### config.mk
export PLATFORM = sky130hd
export DESIGN_NAME = ccn_node
export DESIGN_NICKNAME = d
export VERILOG_FILES = /design/src/rtl/ccn_pkg.sv /design/src/rtl/ccn_line_store.sv /design/src/rtl/ccn_miss_fsm.sv /design/src/rtl/ccn_snoop.sv /design/src/rtl/ccn_node.sv
export SDC_FILE = /design/constraint.sdc
export NUM_CORES = 1
export LEC_CHECK = 0
export BUFFER_PORTS_ARGS = -buffer_cell sky130_fd_sc_hd__buf_4
export CAP_MARGIN = 20
export CORE_MARGIN = 2
export CORE_UTILIZATION = 48
export CTS_CLUSTER_DIAMETER = 150
export DETAILED_ROUTE_END_ITERATION = 6
export GPL_TIMING_DRIVEN = 0
export PLACE_DENSITY = 0.68
export SLEW_MARGIN = 20
export SYNTH_ARGS = -nofsm -noshare
export SYNTH_HDL_FRONTEND = slang
export SYNTH_SLANG_ARGS = --single-unit
### constraint.sdc
create_clock -name clk -period 3.5 [get_ports clk]
set_clock_uncertainty 0.15 [all_clocks]
set_input_delay 0.35 -clock clk [delete_from_list [all_inputs] [get_ports clk]]
set_output_delay 0.35 -clock clk [all_outputs]
set_load 0.005 [all_outputs]
### src/rtl/ccn_pkg.sv
package ccn_pkg;
    typedef enum logic [1:0] {
        LN_INV = 2'd0,
        LN_SHR = 2'd1,
        LN_EXC = 2'd2
    } line_st_e;

    typedef enum logic [1:0] {
        OM_RD_MISS  = 2'd0,
        OM_WR_MISS  = 2'd1,
        OM_WRBACK   = 2'd2,
        OM_FWD_DATA = 2'd3
    } out_msg_e;

    typedef enum logic [1:0] {
        IM_REPLY     = 2'd0,
        IM_FETCH     = 2'd1,
        IM_FETCH_INV = 2'd2,
        IM_INVAL     = 2'd3
    } in_msg_e;
endpackage

### src/rtl/ccn_line_store.sv
module ccn_line_store
    import ccn_pkg::*;
#(
    parameter int IDX_W  = 2,
    parameter int TAG_W  = 6,
    parameter int DATA_W = 8
) (
    input  logic              clk,
    input  logic              rst_n,
    input  logic [IDX_W-1:0]  ra_idx,
    output line_st_e          ra_state,
    output logic [TAG_W-1:0]  ra_tag,
    output logic [DATA_W-1:0] ra_data,
    input  logic [IDX_W-1:0]  rb_idx,
    output line_st_e          rb_state,
    output logic [TAG_W-1:0]  rb_tag,
    output logic [DATA_W-1:0] rb_data,
    input  logic              wa_en,
    input  logic [IDX_W-1:0]  wa_idx,
    input  line_st_e          wa_state,
    input  logic [TAG_W-1:0]  wa_tag,
    input  logic [DATA_W-1:0] wa_data,
    input  logic              wb_en,
    input  logic [IDX_W-1:0]  wb_idx,
    input  line_st_e          wb_state
);
    localparam int LINES = 1 << IDX_W;

    line_st_e          st_q  [LINES];
    logic [TAG_W-1:0]  tag_q [LINES];
    logic [DATA_W-1:0] dat_q [LINES];

    for (genvar i = 0; i < LINES; i++) begin : g_line
        always_ff @(posedge clk or negedge rst_n) begin
            if (!rst_n) begin
                st_q[i]  <= LN_INV;
                tag_q[i] <= '0;
                dat_q[i] <= '0;
            end else if (wa_en && wa_idx == IDX_W'(i)) begin
                st_q[i]  <= wa_state;
                tag_q[i] <= wa_tag;
                dat_q[i] <= wa_data;
            end else if (wb_en && wb_idx == IDX_W'(i)) begin
                st_q[i]  <= wb_state;
            end
        end
    end

    assign ra_state = st_q[ra_idx];
    assign ra_tag   = tag_q[ra_idx];
    assign ra_data  = dat_q[ra_idx];
    assign rb_state = st_q[rb_idx];
    assign rb_tag   = tag_q[rb_idx];
    assign rb_data  = dat_q[rb_idx];

    // processor-side and coherence-side writers never collide
    p_one_writer_r10: assert property (@(posedge clk) disable iff (!rst_n)
        !(wa_en && wb_en));
endmodule

### src/rtl/ccn_miss_fsm.sv
module ccn_miss_fsm
    import ccn_pkg::*;
#(
    parameter int ADDR_W = 8,
    parameter int DATA_W = 8,
    parameter int IDX_W  = 2
) (
    input  logic                     clk,
    input  logic                     rst_n,
    input  logic                     cpu_req,
    input  logic                     cpu_we,
    input  logic [ADDR_W-1:0]        cpu_addr,
    input  logic [DATA_W-1:0]        cpu_wdata,
    input  line_st_e                 line_state,
    input  logic [ADDR_W-IDX_W-1:0]  line_tag,
    input  logic                     snoop_now,
    input  logic                     out_busy,
    input  logic                     reply_valid,
    input  logic [ADDR_W-1:0]        reply_addr,
    input  logic [DATA_W-1:0]        reply_data,
    output logic                     cpu_stall,
    output logic                     miss_valid,
    output out_msg_e                 miss_kind,
    output logic [ADDR_W-1:0]        miss_addr,
    output logic                     wa_en,
    output logic [IDX_W-1:0]         wa_idx,
    output line_st_e                 wa_state,
    output logic [ADDR_W-IDX_W-1:0]  wa_tag,
    output logic [DATA_W-1:0]        wa_data
);
    typedef enum logic [1:0] {FS_IDLE, FS_SEND, FS_WAIT} fsm_e;

    fsm_e              st_q;
    logic [ADDR_W-1:0] pend_addr;
    logic              pend_we;
    logic [DATA_W-1:0] pend_wdata;
    logic              tag_eq, hit, take_miss, reply_ok;

    always_comb begin
        tag_eq    = (line_tag == cpu_addr[ADDR_W-1:IDX_W]);
        hit       = tag_eq && (cpu_we ? (line_state == LN_EXC) : (line_state != LN_INV));
        take_miss = (st_q == FS_IDLE) && cpu_req && !snoop_now && !hit;
        reply_ok  = (st_q == FS_WAIT) && reply_valid && (reply_addr == pend_addr);
    end

    always_ff @(posedge clk or negedge rst_n) begin
        if (!rst_n) begin
            st_q       <= FS_IDLE;
            pend_addr  <= '0;
            pend_we    <= 1'b0;
            pend_wdata <= '0;
        end else begin
            unique case (st_q)
                FS_IDLE: if (take_miss) begin
                    st_q       <= FS_SEND;
                    pend_addr  <= cpu_addr;
                    pend_we    <= cpu_we;
                    pend_wdata <= cpu_wdata;
                end
                FS_SEND: if (!out_busy) st_q <= FS_WAIT;
                FS_WAIT: if (reply_ok) st_q <= FS_IDLE;
                default: st_q <= FS_IDLE;
            endcase
        end
    end

    always_comb begin
        cpu_stall  = 1'b0;
        miss_valid = 1'b0;
        wa_en      = 1'b0;
        wa_idx     = cpu_addr[IDX_W-1:0];
        wa_state   = LN_EXC;
        wa_tag     = cpu_addr[ADDR_W-1:IDX_W];
        wa_data    = cpu_wdata;
        unique case (st_q)
            FS_IDLE: begin
                cpu_stall = cpu_req && (snoop_now || !hit);
                wa_en     = cpu_req && cpu_we && hit && !snoop_now;
            end
            FS_SEND: begin
                cpu_stall  = 1'b1;
                miss_valid = 1'b1;
            end
            FS_WAIT: begin
                cpu_stall = 1'b1;
                if (reply_ok) begin
                    wa_en    = 1'b1;
                    wa_idx   = pend_addr[IDX_W-1:0];
                    wa_tag   = pend_addr[ADDR_W-1:IDX_W];
                    wa_state = pend_we ? LN_EXC : LN_SHR;
                    wa_data  = pend_we ? pend_wdata : reply_data;
                end
            end
            default: ;
        endcase
    end

    assign miss_kind = pend_we ? OM_WR_MISS : OM_RD_MISS;
    assign miss_addr = pend_addr;

    // a miss message is a single pulse once the port is free
    p_send_once_r1: assert property (@(posedge clk) disable iff (!rst_n)
        (miss_valid && !out_busy) |=> !miss_valid);
    // the matching reply returns the controller to idle
    p_fill_returns_r2: assert property (@(posedge clk) disable iff (!rst_n)
        reply_ok |=> (st_q == FS_IDLE));
    // stall holds while a miss is outstanding
    p_stall_until_reply_r6: assert property (@(posedge clk) disable iff (!rst_n)
        ((st_q != FS_IDLE) && !reply_ok) |=> cpu_stall);
endmodule

### src/rtl/ccn_snoop.sv
module ccn_snoop
    import ccn_pkg::*;
#(
    parameter int ADDR_W = 8,
    parameter int DATA_W = 8,
    parameter int NODE_W = 2,
    parameter int IDX_W  = 2
) (
    input  logic                     clk,
    input  logic                     rst_n,
    input  logic                     in_valid,
    input  in_msg_e                  in_kind,
    input  logic [NODE_W-1:0]        in_node,
    input  logic [ADDR_W-1:0]        in_addr,
    input  logic                     three_hop,
    input  line_st_e                 line_state,
    input  logic [ADDR_W-IDX_W-1:0]  line_tag,
    input  logic [DATA_W-1:0]        line_data,
    output logic                     snoop_now,
    output logic                     wb_en,
    output line_st_e                 wb_state,
    output logic                     resp_valid,
    output out_msg_e                 resp_kind,
    output logic [NODE_W-1:0]        resp_dest,
    output logic [ADDR_W-1:0]        resp_addr,
    output logic [DATA_W-1:0]        resp_data
);
    logic              live, is_exc, send;
    out_msg_e          kind_d;
    logic [NODE_W-1:0] dest_d;

    always_comb begin
        snoop_now = in_valid && (in_kind != IM_REPLY);
        live      = (line_state != LN_INV) && (line_tag == in_addr[ADDR_W-1:IDX_W]);
        is_exc    = live && (line_state == LN_EXC);
        wb_en     = 1'b0;
        wb_state  = LN_INV;
        send      = 1'b0;
        kind_d    = OM_WRBACK;
        dest_d    = in_addr[ADDR_W-1 -: NODE_W];
        if (in_valid && live) begin
            unique case (in_kind)
                IM_FETCH: if (is_exc) begin
                    wb_en    = 1'b1;
                    wb_state = LN_SHR;
                    send     = 1'b1;
                end
                IM_FETCH_INV: begin
                    wb_en = 1'b1;
                    if (is_exc) begin
                        send = 1'b1;
                        if (three_hop) begin
                            kind_d = OM_FWD_DATA;
                            dest_d = in_node;
                        end
                    end
                end
                IM_INVAL: wb_en = 1'b1;
                default: ;
            endcase
        end
    end

    always_ff @(posedge clk or negedge rst_n) begin
        if (!rst_n) begin
            resp_valid <= 1'b0;
            resp_kind  <= OM_WRBACK;
            resp_dest  <= '0;
            resp_addr  <= '0;
            resp_data  <= '0;
        end else begin
            resp_valid <= send;
            if (send) begin
                resp_kind <= kind_d;
                resp_dest <= dest_d;
                resp_addr <= in_addr;
                resp_data <= line_data;
            end
        end
    end

    // a fetch to an exclusive line is answered by a write-back
    p_fetch_answers_r3: assert property (@(posedge clk) disable iff (!rst_n)
        (in_valid && in_kind == IM_FETCH && is_exc) |=> (resp_valid && resp_kind == OM_WRBACK));
    // three-hop forwarding goes to the named requester
    p_three_hop_dest_r4: assert property (@(posedge clk) disable iff (!rst_n)
        (in_valid && in_kind == IM_FETCH_INV && is_exc && three_hop)
        |=> (resp_kind == OM_FWD_DATA && resp_dest == $past(in_node)));
    // an invalidate never produces a message
    p_inval_quiet_r8: assert property (@(posedge clk) disable iff (!rst_n)
        (in_valid && in_kind == IM_INVAL) |=> !resp_valid);
endmodule

### src/rtl/ccn_node.sv
module ccn_node
    import ccn_pkg::*;
#(
    parameter int ADDR_W = 8,
    parameter int DATA_W = 8,
    parameter int NODE_W = 2,
    parameter int IDX_W  = 2,
    parameter int MY_ID  = 2
) (
    input  logic              clk,
    input  logic              rst_n,
    input  logic              three_hop,
    input  logic              cpu_req,
    input  logic              cpu_we,
    input  logic [ADDR_W-1:0] cpu_addr,
    input  logic [DATA_W-1:0] cpu_wdata,
    output logic [DATA_W-1:0] cpu_rdata,
    output logic              cpu_stall,
    output logic              out_valid,
    output logic [1:0]        out_kind,
    output logic [NODE_W-1:0] out_dest,
    output logic [NODE_W-1:0] out_src,
    output logic [ADDR_W-1:0] out_addr,
    output logic [DATA_W-1:0] out_data,
    input  logic              in_valid,
    input  logic [1:0]        in_kind,
    input  logic [NODE_W-1:0] in_node,
    input  logic [ADDR_W-1:0] in_addr,
    input  logic [DATA_W-1:0] in_data
);
    localparam int TAG_W = ADDR_W - IDX_W;

    line_st_e          ra_state, rb_state, wa_state, wb_state;
    logic [TAG_W-1:0]  ra_tag, rb_tag, wa_tag;
    logic [DATA_W-1:0] rb_data, wa_data;
    logic [IDX_W-1:0]  wa_idx;
    logic              wa_en, wb_en, snoop_now;
    logic              miss_valid, resp_valid;
    out_msg_e          miss_kind, resp_kind;
    logic [ADDR_W-1:0] miss_addr, resp_addr;
    logic [NODE_W-1:0] resp_dest;
    logic [DATA_W-1:0] resp_data;
    in_msg_e           in_kind_e;

    assign in_kind_e = in_msg_e'(in_kind);

    ccn_line_store #(.IDX_W(IDX_W), .TAG_W(TAG_W), .DATA_W(DATA_W)) u_store (
        .clk(clk), .rst_n(rst_n),
        .ra_idx(cpu_addr[IDX_W-1:0]), .ra_state(ra_state), .ra_tag(ra_tag), .ra_data(cpu_rdata),
        .rb_idx(in_addr[IDX_W-1:0]), .rb_state(rb_state), .rb_tag(rb_tag), .rb_data(rb_data),
        .wa_en(wa_en), .wa_idx(wa_idx), .wa_state(wa_state), .wa_tag(wa_tag), .wa_data(wa_data),
        .wb_en(wb_en), .wb_idx(in_addr[IDX_W-1:0]), .wb_state(wb_state)
    );

    ccn_miss_fsm #(.ADDR_W(ADDR_W), .DATA_W(DATA_W), .IDX_W(IDX_W)) u_fsm (
        .clk(clk), .rst_n(rst_n),
        .cpu_req(cpu_req), .cpu_we(cpu_we), .cpu_addr(cpu_addr), .cpu_wdata(cpu_wdata),
        .line_state(ra_state), .line_tag(ra_tag),
        .snoop_now(snoop_now), .out_busy(resp_valid),
        .reply_valid(in_valid && in_kind_e == IM_REPLY), .reply_addr(in_addr), .reply_data(in_data),
        .cpu_stall(cpu_stall), .miss_valid(miss_valid), .miss_kind(miss_kind), .miss_addr(miss_addr),
        .wa_en(wa_en), .wa_idx(wa_idx), .wa_state(wa_state), .wa_tag(wa_tag), .wa_data(wa_data)
    );

    ccn_snoop #(.ADDR_W(ADDR_W), .DATA_W(DATA_W), .NODE_W(NODE_W), .IDX_W(IDX_W)) u_snoop (
        .clk(clk), .rst_n(rst_n),
        .in_valid(in_valid), .in_kind(in_kind_e), .in_node(in_node), .in_addr(in_addr),
        .three_hop(three_hop),
        .line_state(rb_state), .line_tag(rb_tag), .line_data(rb_data),
        .snoop_now(snoop_now), .wb_en(wb_en), .wb_state(wb_state),
        .resp_valid(resp_valid), .resp_kind(resp_kind), .resp_dest(resp_dest),
        .resp_addr(resp_addr), .resp_data(resp_data)
    );

    // coherence answers take the outgoing port ahead of a miss
    always_comb begin
        out_valid = resp_valid || miss_valid;
        out_src   = NODE_W'(MY_ID);
        if (resp_valid) begin
            out_kind = resp_kind;
            out_dest = resp_dest;
            out_addr = resp_addr;
            out_data = resp_data;
        end else begin
            out_kind = miss_kind;
            out_dest = miss_addr[ADDR_W-1 -: NODE_W];
            out_addr = miss_addr;
            out_data = '0;
        end
    end

    // a processor request beside a coherence command is stalled
    p_snoop_stalls_r10: assert property (@(posedge clk) disable iff (!rst_n)
        (in_valid && in_kind != 2'd0 && cpu_req) |-> cpu_stall);
    // nothing leaves the node in the first cycle after reset
    p_quiet_after_reset_r11: assert property (@(posedge clk) disable iff (!rst_n)
        $rose(rst_n) |-> !out_valid);
endmodule

; Word-level counts from Yosys, hierarchy flattened
; Index checks and enable logic that the tools add are counted.
[totals]
ff_bits = 104
input_bits = 42
out_inout_bits = 32
elab_cells = 153
[op_classes]
magnitude_cmp = 2
n_eq_ne = 19
muxes = 66
bitwise_logic = 2
n_reduce_logical = 43
[op_table]
columns = operator, count
row1 = $mux W8, 9
row2 = $mux W2, 31
row3 = $mux W6, 6
row4 = $bmux W8 S2, 2
row5 = $bmux W6 S2, 2
row6 = $logic_and A1 B1 Y1, 23
row7 = $eq A2 B2 Y1 const B, 9
row8 = $reduce_bool A2 Y1, 7
row9 = $eq A6 B6 Y1, 2
row10 = $mux W1, 10
row11 = $bmux W2 S2, 2
row12 = $eq A2 B1 Y1 const B, 4
row13 = $eq A8 B8 Y1, 1
row14 = $logic_not A2 Y1, 4
row15 = $ge A3 B3 Y1 const B, 2
row16 = $not A2 Y3, 2
row17 = $pmux W1 S2, 3
row18 = $pmux W2 S3, 1
row19 = $reduce_or A2 Y1, 3
row20 = $ne A2 B1 Y1 const B, 2
row21 = $reduce_and A3 Y1, 1
row22 = $logic_not A1 Y1, 2
row23 = $logic_or A1 B1 Y1, 2
row24 = $ne A2 B2 Y1 const B, 1
row25 = $reduce_and A2 Y1, 1

; Logic depth before layout (Yosys ltp)
[depth]
word_depth = 13
ltp_mapped = 12
ltp_nobuf = 9

; Hierarchy
; From an unflattened synthesis, not the netlist that was laid out.
[unflattened]
cells_unflattened = 451
area_unflattened_um2 = 5929.4
[by_module_without_submodules]
columns = mod, n_inst, cells_per_inst, area_per_inst_um2, seq_area_each_um2
row1 = ccn_line_store, 1, 227, 3259.4, 1601.5
row2 = ccn_miss_fsm, 1, 123, 1343.8, 475.5
row3 = ccn_snoop, 1, 73, 1047.3, 500.5
row4 = ccn_node, 1, 28, 279.0, 0.0

; Worst setup path before layout
; Ideal clock, no wire load.
[synth_timing]
kind = input to register
from = input port cpu_addr[0]
to = register u_store.dat_q[23] (netlist name)
setup_time_ns = 0.128
arrival_time_ns = 2.728
required_time_ns = 3.222
slack_ns = 0.495
stages = 8
path_buffers = 3
path_cell_list = buf_6 mux4_2 xor2_1 or4_4 buf_6 o41ai_4 buf_6 mux2_1
[synth_between]
elab_chain_cells = 11
word_cells_on_any_way = 19
cone_classes = 3 x eq/ne / 10 x mux / 1 x bitwise / 5 x reduce/logical
[synth_rtl]
columns = element, line
row1 = from (decl), ccn_node.sv:15  ; input logic [ADDR_W-1:0] cpu_addr,
row2 = $not A2 Y3 (implied by the code), "ccn_line_store.sv:49, ccn_line_store.sv:50"
row3 = $bmux W2 S2, ccn_line_store.sv:49  ; assign ra_state = st_q[ra_idx];
row4 = $mux W2 (implied by the code) (2 in series), ccn_line_store.sv:49
row5 = $eq A2 B2 Y1 or $reduce_bool A2 Y1 (tied branches), ccn_miss_fsm.sv:41  ; hit = tag_eq && (cpu_we ? (line_state == LN_EXC) : (line_state != LN_INV));
row6 = $mux W1, ccn_miss_fsm.sv:41
row7 = $logic_and A1 B1 Y1, ccn_miss_fsm.sv:41
row8 = $logic_and A1 B1 Y1 (2 in series), ccn_miss_fsm.sv:78  ; wa_en = cpu_req && cpu_we && hit && !snoop_now;
row9 = $pmux W1 S2, ccn_miss_fsm.sv:75  ; unique case (st_q)
row10 = $logic_and A1 B1 Y1 (*), ccn_line_store.sv:39  ; end else if (wa_en && wa_idx == IDX_W'(i)) begin
row11 = "to (signal, indexed assignment)", ccn_line_store.sv:42  ; dat_q[i] <= wa_data;
row12 = to (decl), ccn_line_store.sv:31  ; logic [DATA_W-1:0] dat_q [LINES];
; Every way passes the cells marked *; elsewhere a longest branch is shown, timed or not. The select of a mux whose other input is x is not followed.
; A chain may end at the register's enable or synchronous reset.

; Worst setup path in the final report
[layout_timing]
from = register u_store.tag_q[11] (netlist name)
to = register u_store.dat_q[17] (netlist name)
[layout_between]
elab_chain_cells = 9
[layout_rtl]
columns = element, line
row1 = from (decl), ccn_line_store.sv:30  ; logic [TAG_W-1:0] tag_q [LINES];
row2 = "from (signal, indexed assignment)", ccn_line_store.sv:41  ; tag_q[i] <= wa_tag;
row3 = $bmux W6 S2, ccn_line_store.sv:50  ; assign ra_tag = tag_q[ra_idx];
row4 = $mux W6 (implied by the code) (2 in series), ccn_line_store.sv:50
row5 = $eq A6 B6 Y1, ccn_miss_fsm.sv:40  ; tag_eq = (line_tag == cpu_addr[ADDR_W-1:IDX_W]);
row6 = $logic_and A1 B1 Y1, ccn_miss_fsm.sv:41
row7 = $logic_and A1 B1 Y1 (2 in series), ccn_miss_fsm.sv:78
row8 = $pmux W1 S2, ccn_miss_fsm.sv:75
row9 = $logic_and A1 B1 Y1, ccn_line_store.sv:39
; Every way passes these cells. The select of a mux whose other input is x is not followed.

==> impl_metrics.toml <==
[synth]
yosysWarningCount = 0
ys_ff_latch = 103
ys_types = 47
synth_seq_area_share_pct = 43.84
synth_top_area_cell = "dfrtp_1"
async_reset_ff_share_pct = 100.0
synth_area_per_cell_um2 = 12.27
synth_cells = 479
syn-num-nets = 529
post_synth_instance_area_um2 = 5879
synth_edf_count = 0
ys_top_cells_by_area = "dfrtp_1 44%, mux2_2 13%, mux4_2 10%"
synthFlopType = "dfrtp_1"
netlist.area_leader.share_pct = 43.84

[sta]
holdWs_ns = -0.03825
fin_crit_ns = 3.257
finalHoldViolations = 24
finalMaxSlewViolations = 0
setup_viol = 0
slew_headroom_pct = 37.39
tightest_slew_ns = 0.9391
fmax_ghz = 0.3070
fin_crit_sh_pct = 93.06
rsz0062_at_grt = "no"

[floorplan]
die_x_um = 114.7
io_pins = 74
initial_utilization_pct = 49.15
dieArea_um2 = 13150
coreArea_um2 = 11960
die_y_um = 114.7
rows = 40

[clock_tree]
clock_path_buffers = 2
path_clk_slew_ns = 0.07
post_cts_buffers = 0
tritoncts = "built"
cts_made_buffers = 9
hold_buffers = 0
clkSinkCount = 103
clock_latency_ns = 0.34
root_buffer = "clkbuf_16"
cts_htree_levels = 3
post_cts_resized = 0

[drt]
ant_nets = 0
routed_wl_um = 14800
drt_iter0_markers = 284
dr.pass1.iters = 5
drc = 0
via_count = 4180
via_per_inst = 5.887
routedWlPerCell_um = 20.84

[power]
power_frac_clock_pct = 32.1
p_total_uw = 3198
p_seq_share_pct = 45.3
cellLeakagePower_uw = 0.003399
switching_share_pct = 28.26
combPwrFrac_pct = 22.6
peakVddDrop_uv = 286.5
p_per_area_nw_per_um2 = 464.6
netSwitchingPower_uw = 903.7
p_int_uw = 2294

[worst_setup_path]
crit_type = "reg -> reg"
endpoint_kind = "flop"
crit_fanout = 10
critical_path_arrival_ns = 3.33
start_kind = "flop"
critPathRequiredTime_ns = 3.57

[place]
place.gp.congestion = 0.8596
post-dp-hpwl_um = 10290
portBuffers = 69

[run_status]
outcome = "finished, violations left"
violations = "hold timing"

[global_route]
grt_pass1_wl_um = 23270
grt_max_degree = 104
grt.total_usage_pct = 23.61
overflow = 0
antenna_found_initial = 0
grt_pass1_vias = 4127

[finish]
antenna_cells = 0
layout.nets = 609
drive_gt1_share_pct = 38.90
synthToLayoutAreaGrowth_pct = 17.09

[min_path]
hold_path.class = "in -> async"

[job]
maxCapViolations = 0
[power groups by stage]
| stage | clock (µW) | sequential, µW | combinational [µW] |
|---|---|---|---|
| after detailed placement | 0 | 1460 | 720 |
| after CTS | 1040 | 1440 | 725 |
| after global placement | 0 | 1450 | 704 |
| after global routing | 1100 | 1470 | 790 |
| final | 1030 | 1450 | 723 |
| after floorplan | 0 | 1410 | 435 |
[placed cells by master (no fill, tap or decap), types with 9 or more instances in the layout]
cell type,synthesis,routed
mux2_4,14,14
clkbuf_16,0,9
buf_4,5,73
mux4_2,27,27
mux2i_1,29,29
dfrtp_1,103,103
nor2_1,21,21
a21oi_1,19,19
mux2_2,68,68
xnor2_1,14,14
and2_1,9,9
clkbuf_1,8,10
xor2_1,10,10
nand2_1,51,51
o21ai_0,13,13
[per-stage QoR]
stage	std cells	setup slack (ns)	TNS (ns)	util, %	instance area, µm²
final	710	0.2428	0	57.55	6884
after global routing	710	0.1410	0	57.55	6884
after CTS	710	0.2479	0	57.55	6884
after detailed placement	695	-0.005896	-0.01311	55.05	6585
after global placement	695	0.001705	0	55.02	6581
after floorplan	479	0.4948	0	-	5879
[cell type report]
class / instances / area, µm²
clock buffers: 13 / 260.3
multi-input cells: 336 / 3070
repair buffers: 69 / 521.8
well taps: 147 / 183.9
inverters: 7 / 26.28
fillers: 957 / 5077
plain buffers: 33 / 205.2
flip-flops and latches: 103 / 2577
clock inverters: 2 / 38.79
[cell families after synthesis]
family | Yosys count | synth area share (%)
AO/OA/AOI/OAI | 46 | 5.023
XOR/XNOR | 24 | 3.575
adder cells (fa/ha/maj) | 8 | 1.703
buffers and inverters | 40 | 3.937
flip-flops | 103 | 43.84
multiplexers | 142 | 32.65
other | 2 | 0.1277
AND/OR/NAND/NOR | 114 | 9.151
[cell usage after synthesis (5+ instances only)]
cell type,n
mux2_4,14
clkbuf_1,8
nand2_1,51
nor3_1,5
mux2_2,68
and2_1,9
dfrtp_1,103
a21oi_1,19
buf_2,8
xor2_1,10
nor2_1,21
mux4_2,27
buf_4,5
o21ai_0,13
ha_1,8
inv_1,7
mux2i_1,29
xnor2_1,14
buf_6,7
buf_1,5
[flip-flops by register name, summed over array words and instances, names as in the netlist]
signal and cells:
u_fsm.pend_we 1, u_snoop.resp_kind 1, u_snoop.resp_data 8, u_store.dat_q 32, u_fsm.st_q 2, u_fsm.miss_addr 8, u_snoop.resp_dest 2, u_snoop.resp_valid 1
u_snoop.resp_addr 8, u_fsm.pend_wdata 8, u_store.st_q 8, u_store.tag_q 24
[worst paths after layout]
path | from | to | slack (ns) | cells after the start
max | u_store.tag_q[11] | u_store.dat_q[17] | 0.24 | 8
min | rst_n | u_fsm.pend_wdata[5] | -0.04 | 1
max reg2reg | u_store.tag_q[11] | u_store.dat_q[17] | 0.24 | 8
min reg2reg | u_store.dat_q[26] | u_store.dat_q[26] | 0.34 | 2
min in group clk | cpu_wdata[1] | u_fsm.pend_wdata[1] | 0.10 | 2
max in group asynchronous | rst_n | u_fsm.st_q[0] | 2.61 | 1
[metal layers]
metal | global-route usage (%) | routed length, µm
met1 | 33.97 | 6842
met3 | 4.023 | 807
met5 | 0 | 0
met4 | 7.317 | 272
met2 | 36.80 | 6876
[critical path, stage by stage, from the launching register on]
cell and delay (ns):
dfrtp_1 0.40, mux4_2 0.47, xnor2_1 0.18, o211ai_1 0.13, or4_4 0.43, buf_6 0.16, o41ai_4 0.62, buf_6 0.25
mux2_1 0.33
(Power assumes the default switching activity.)
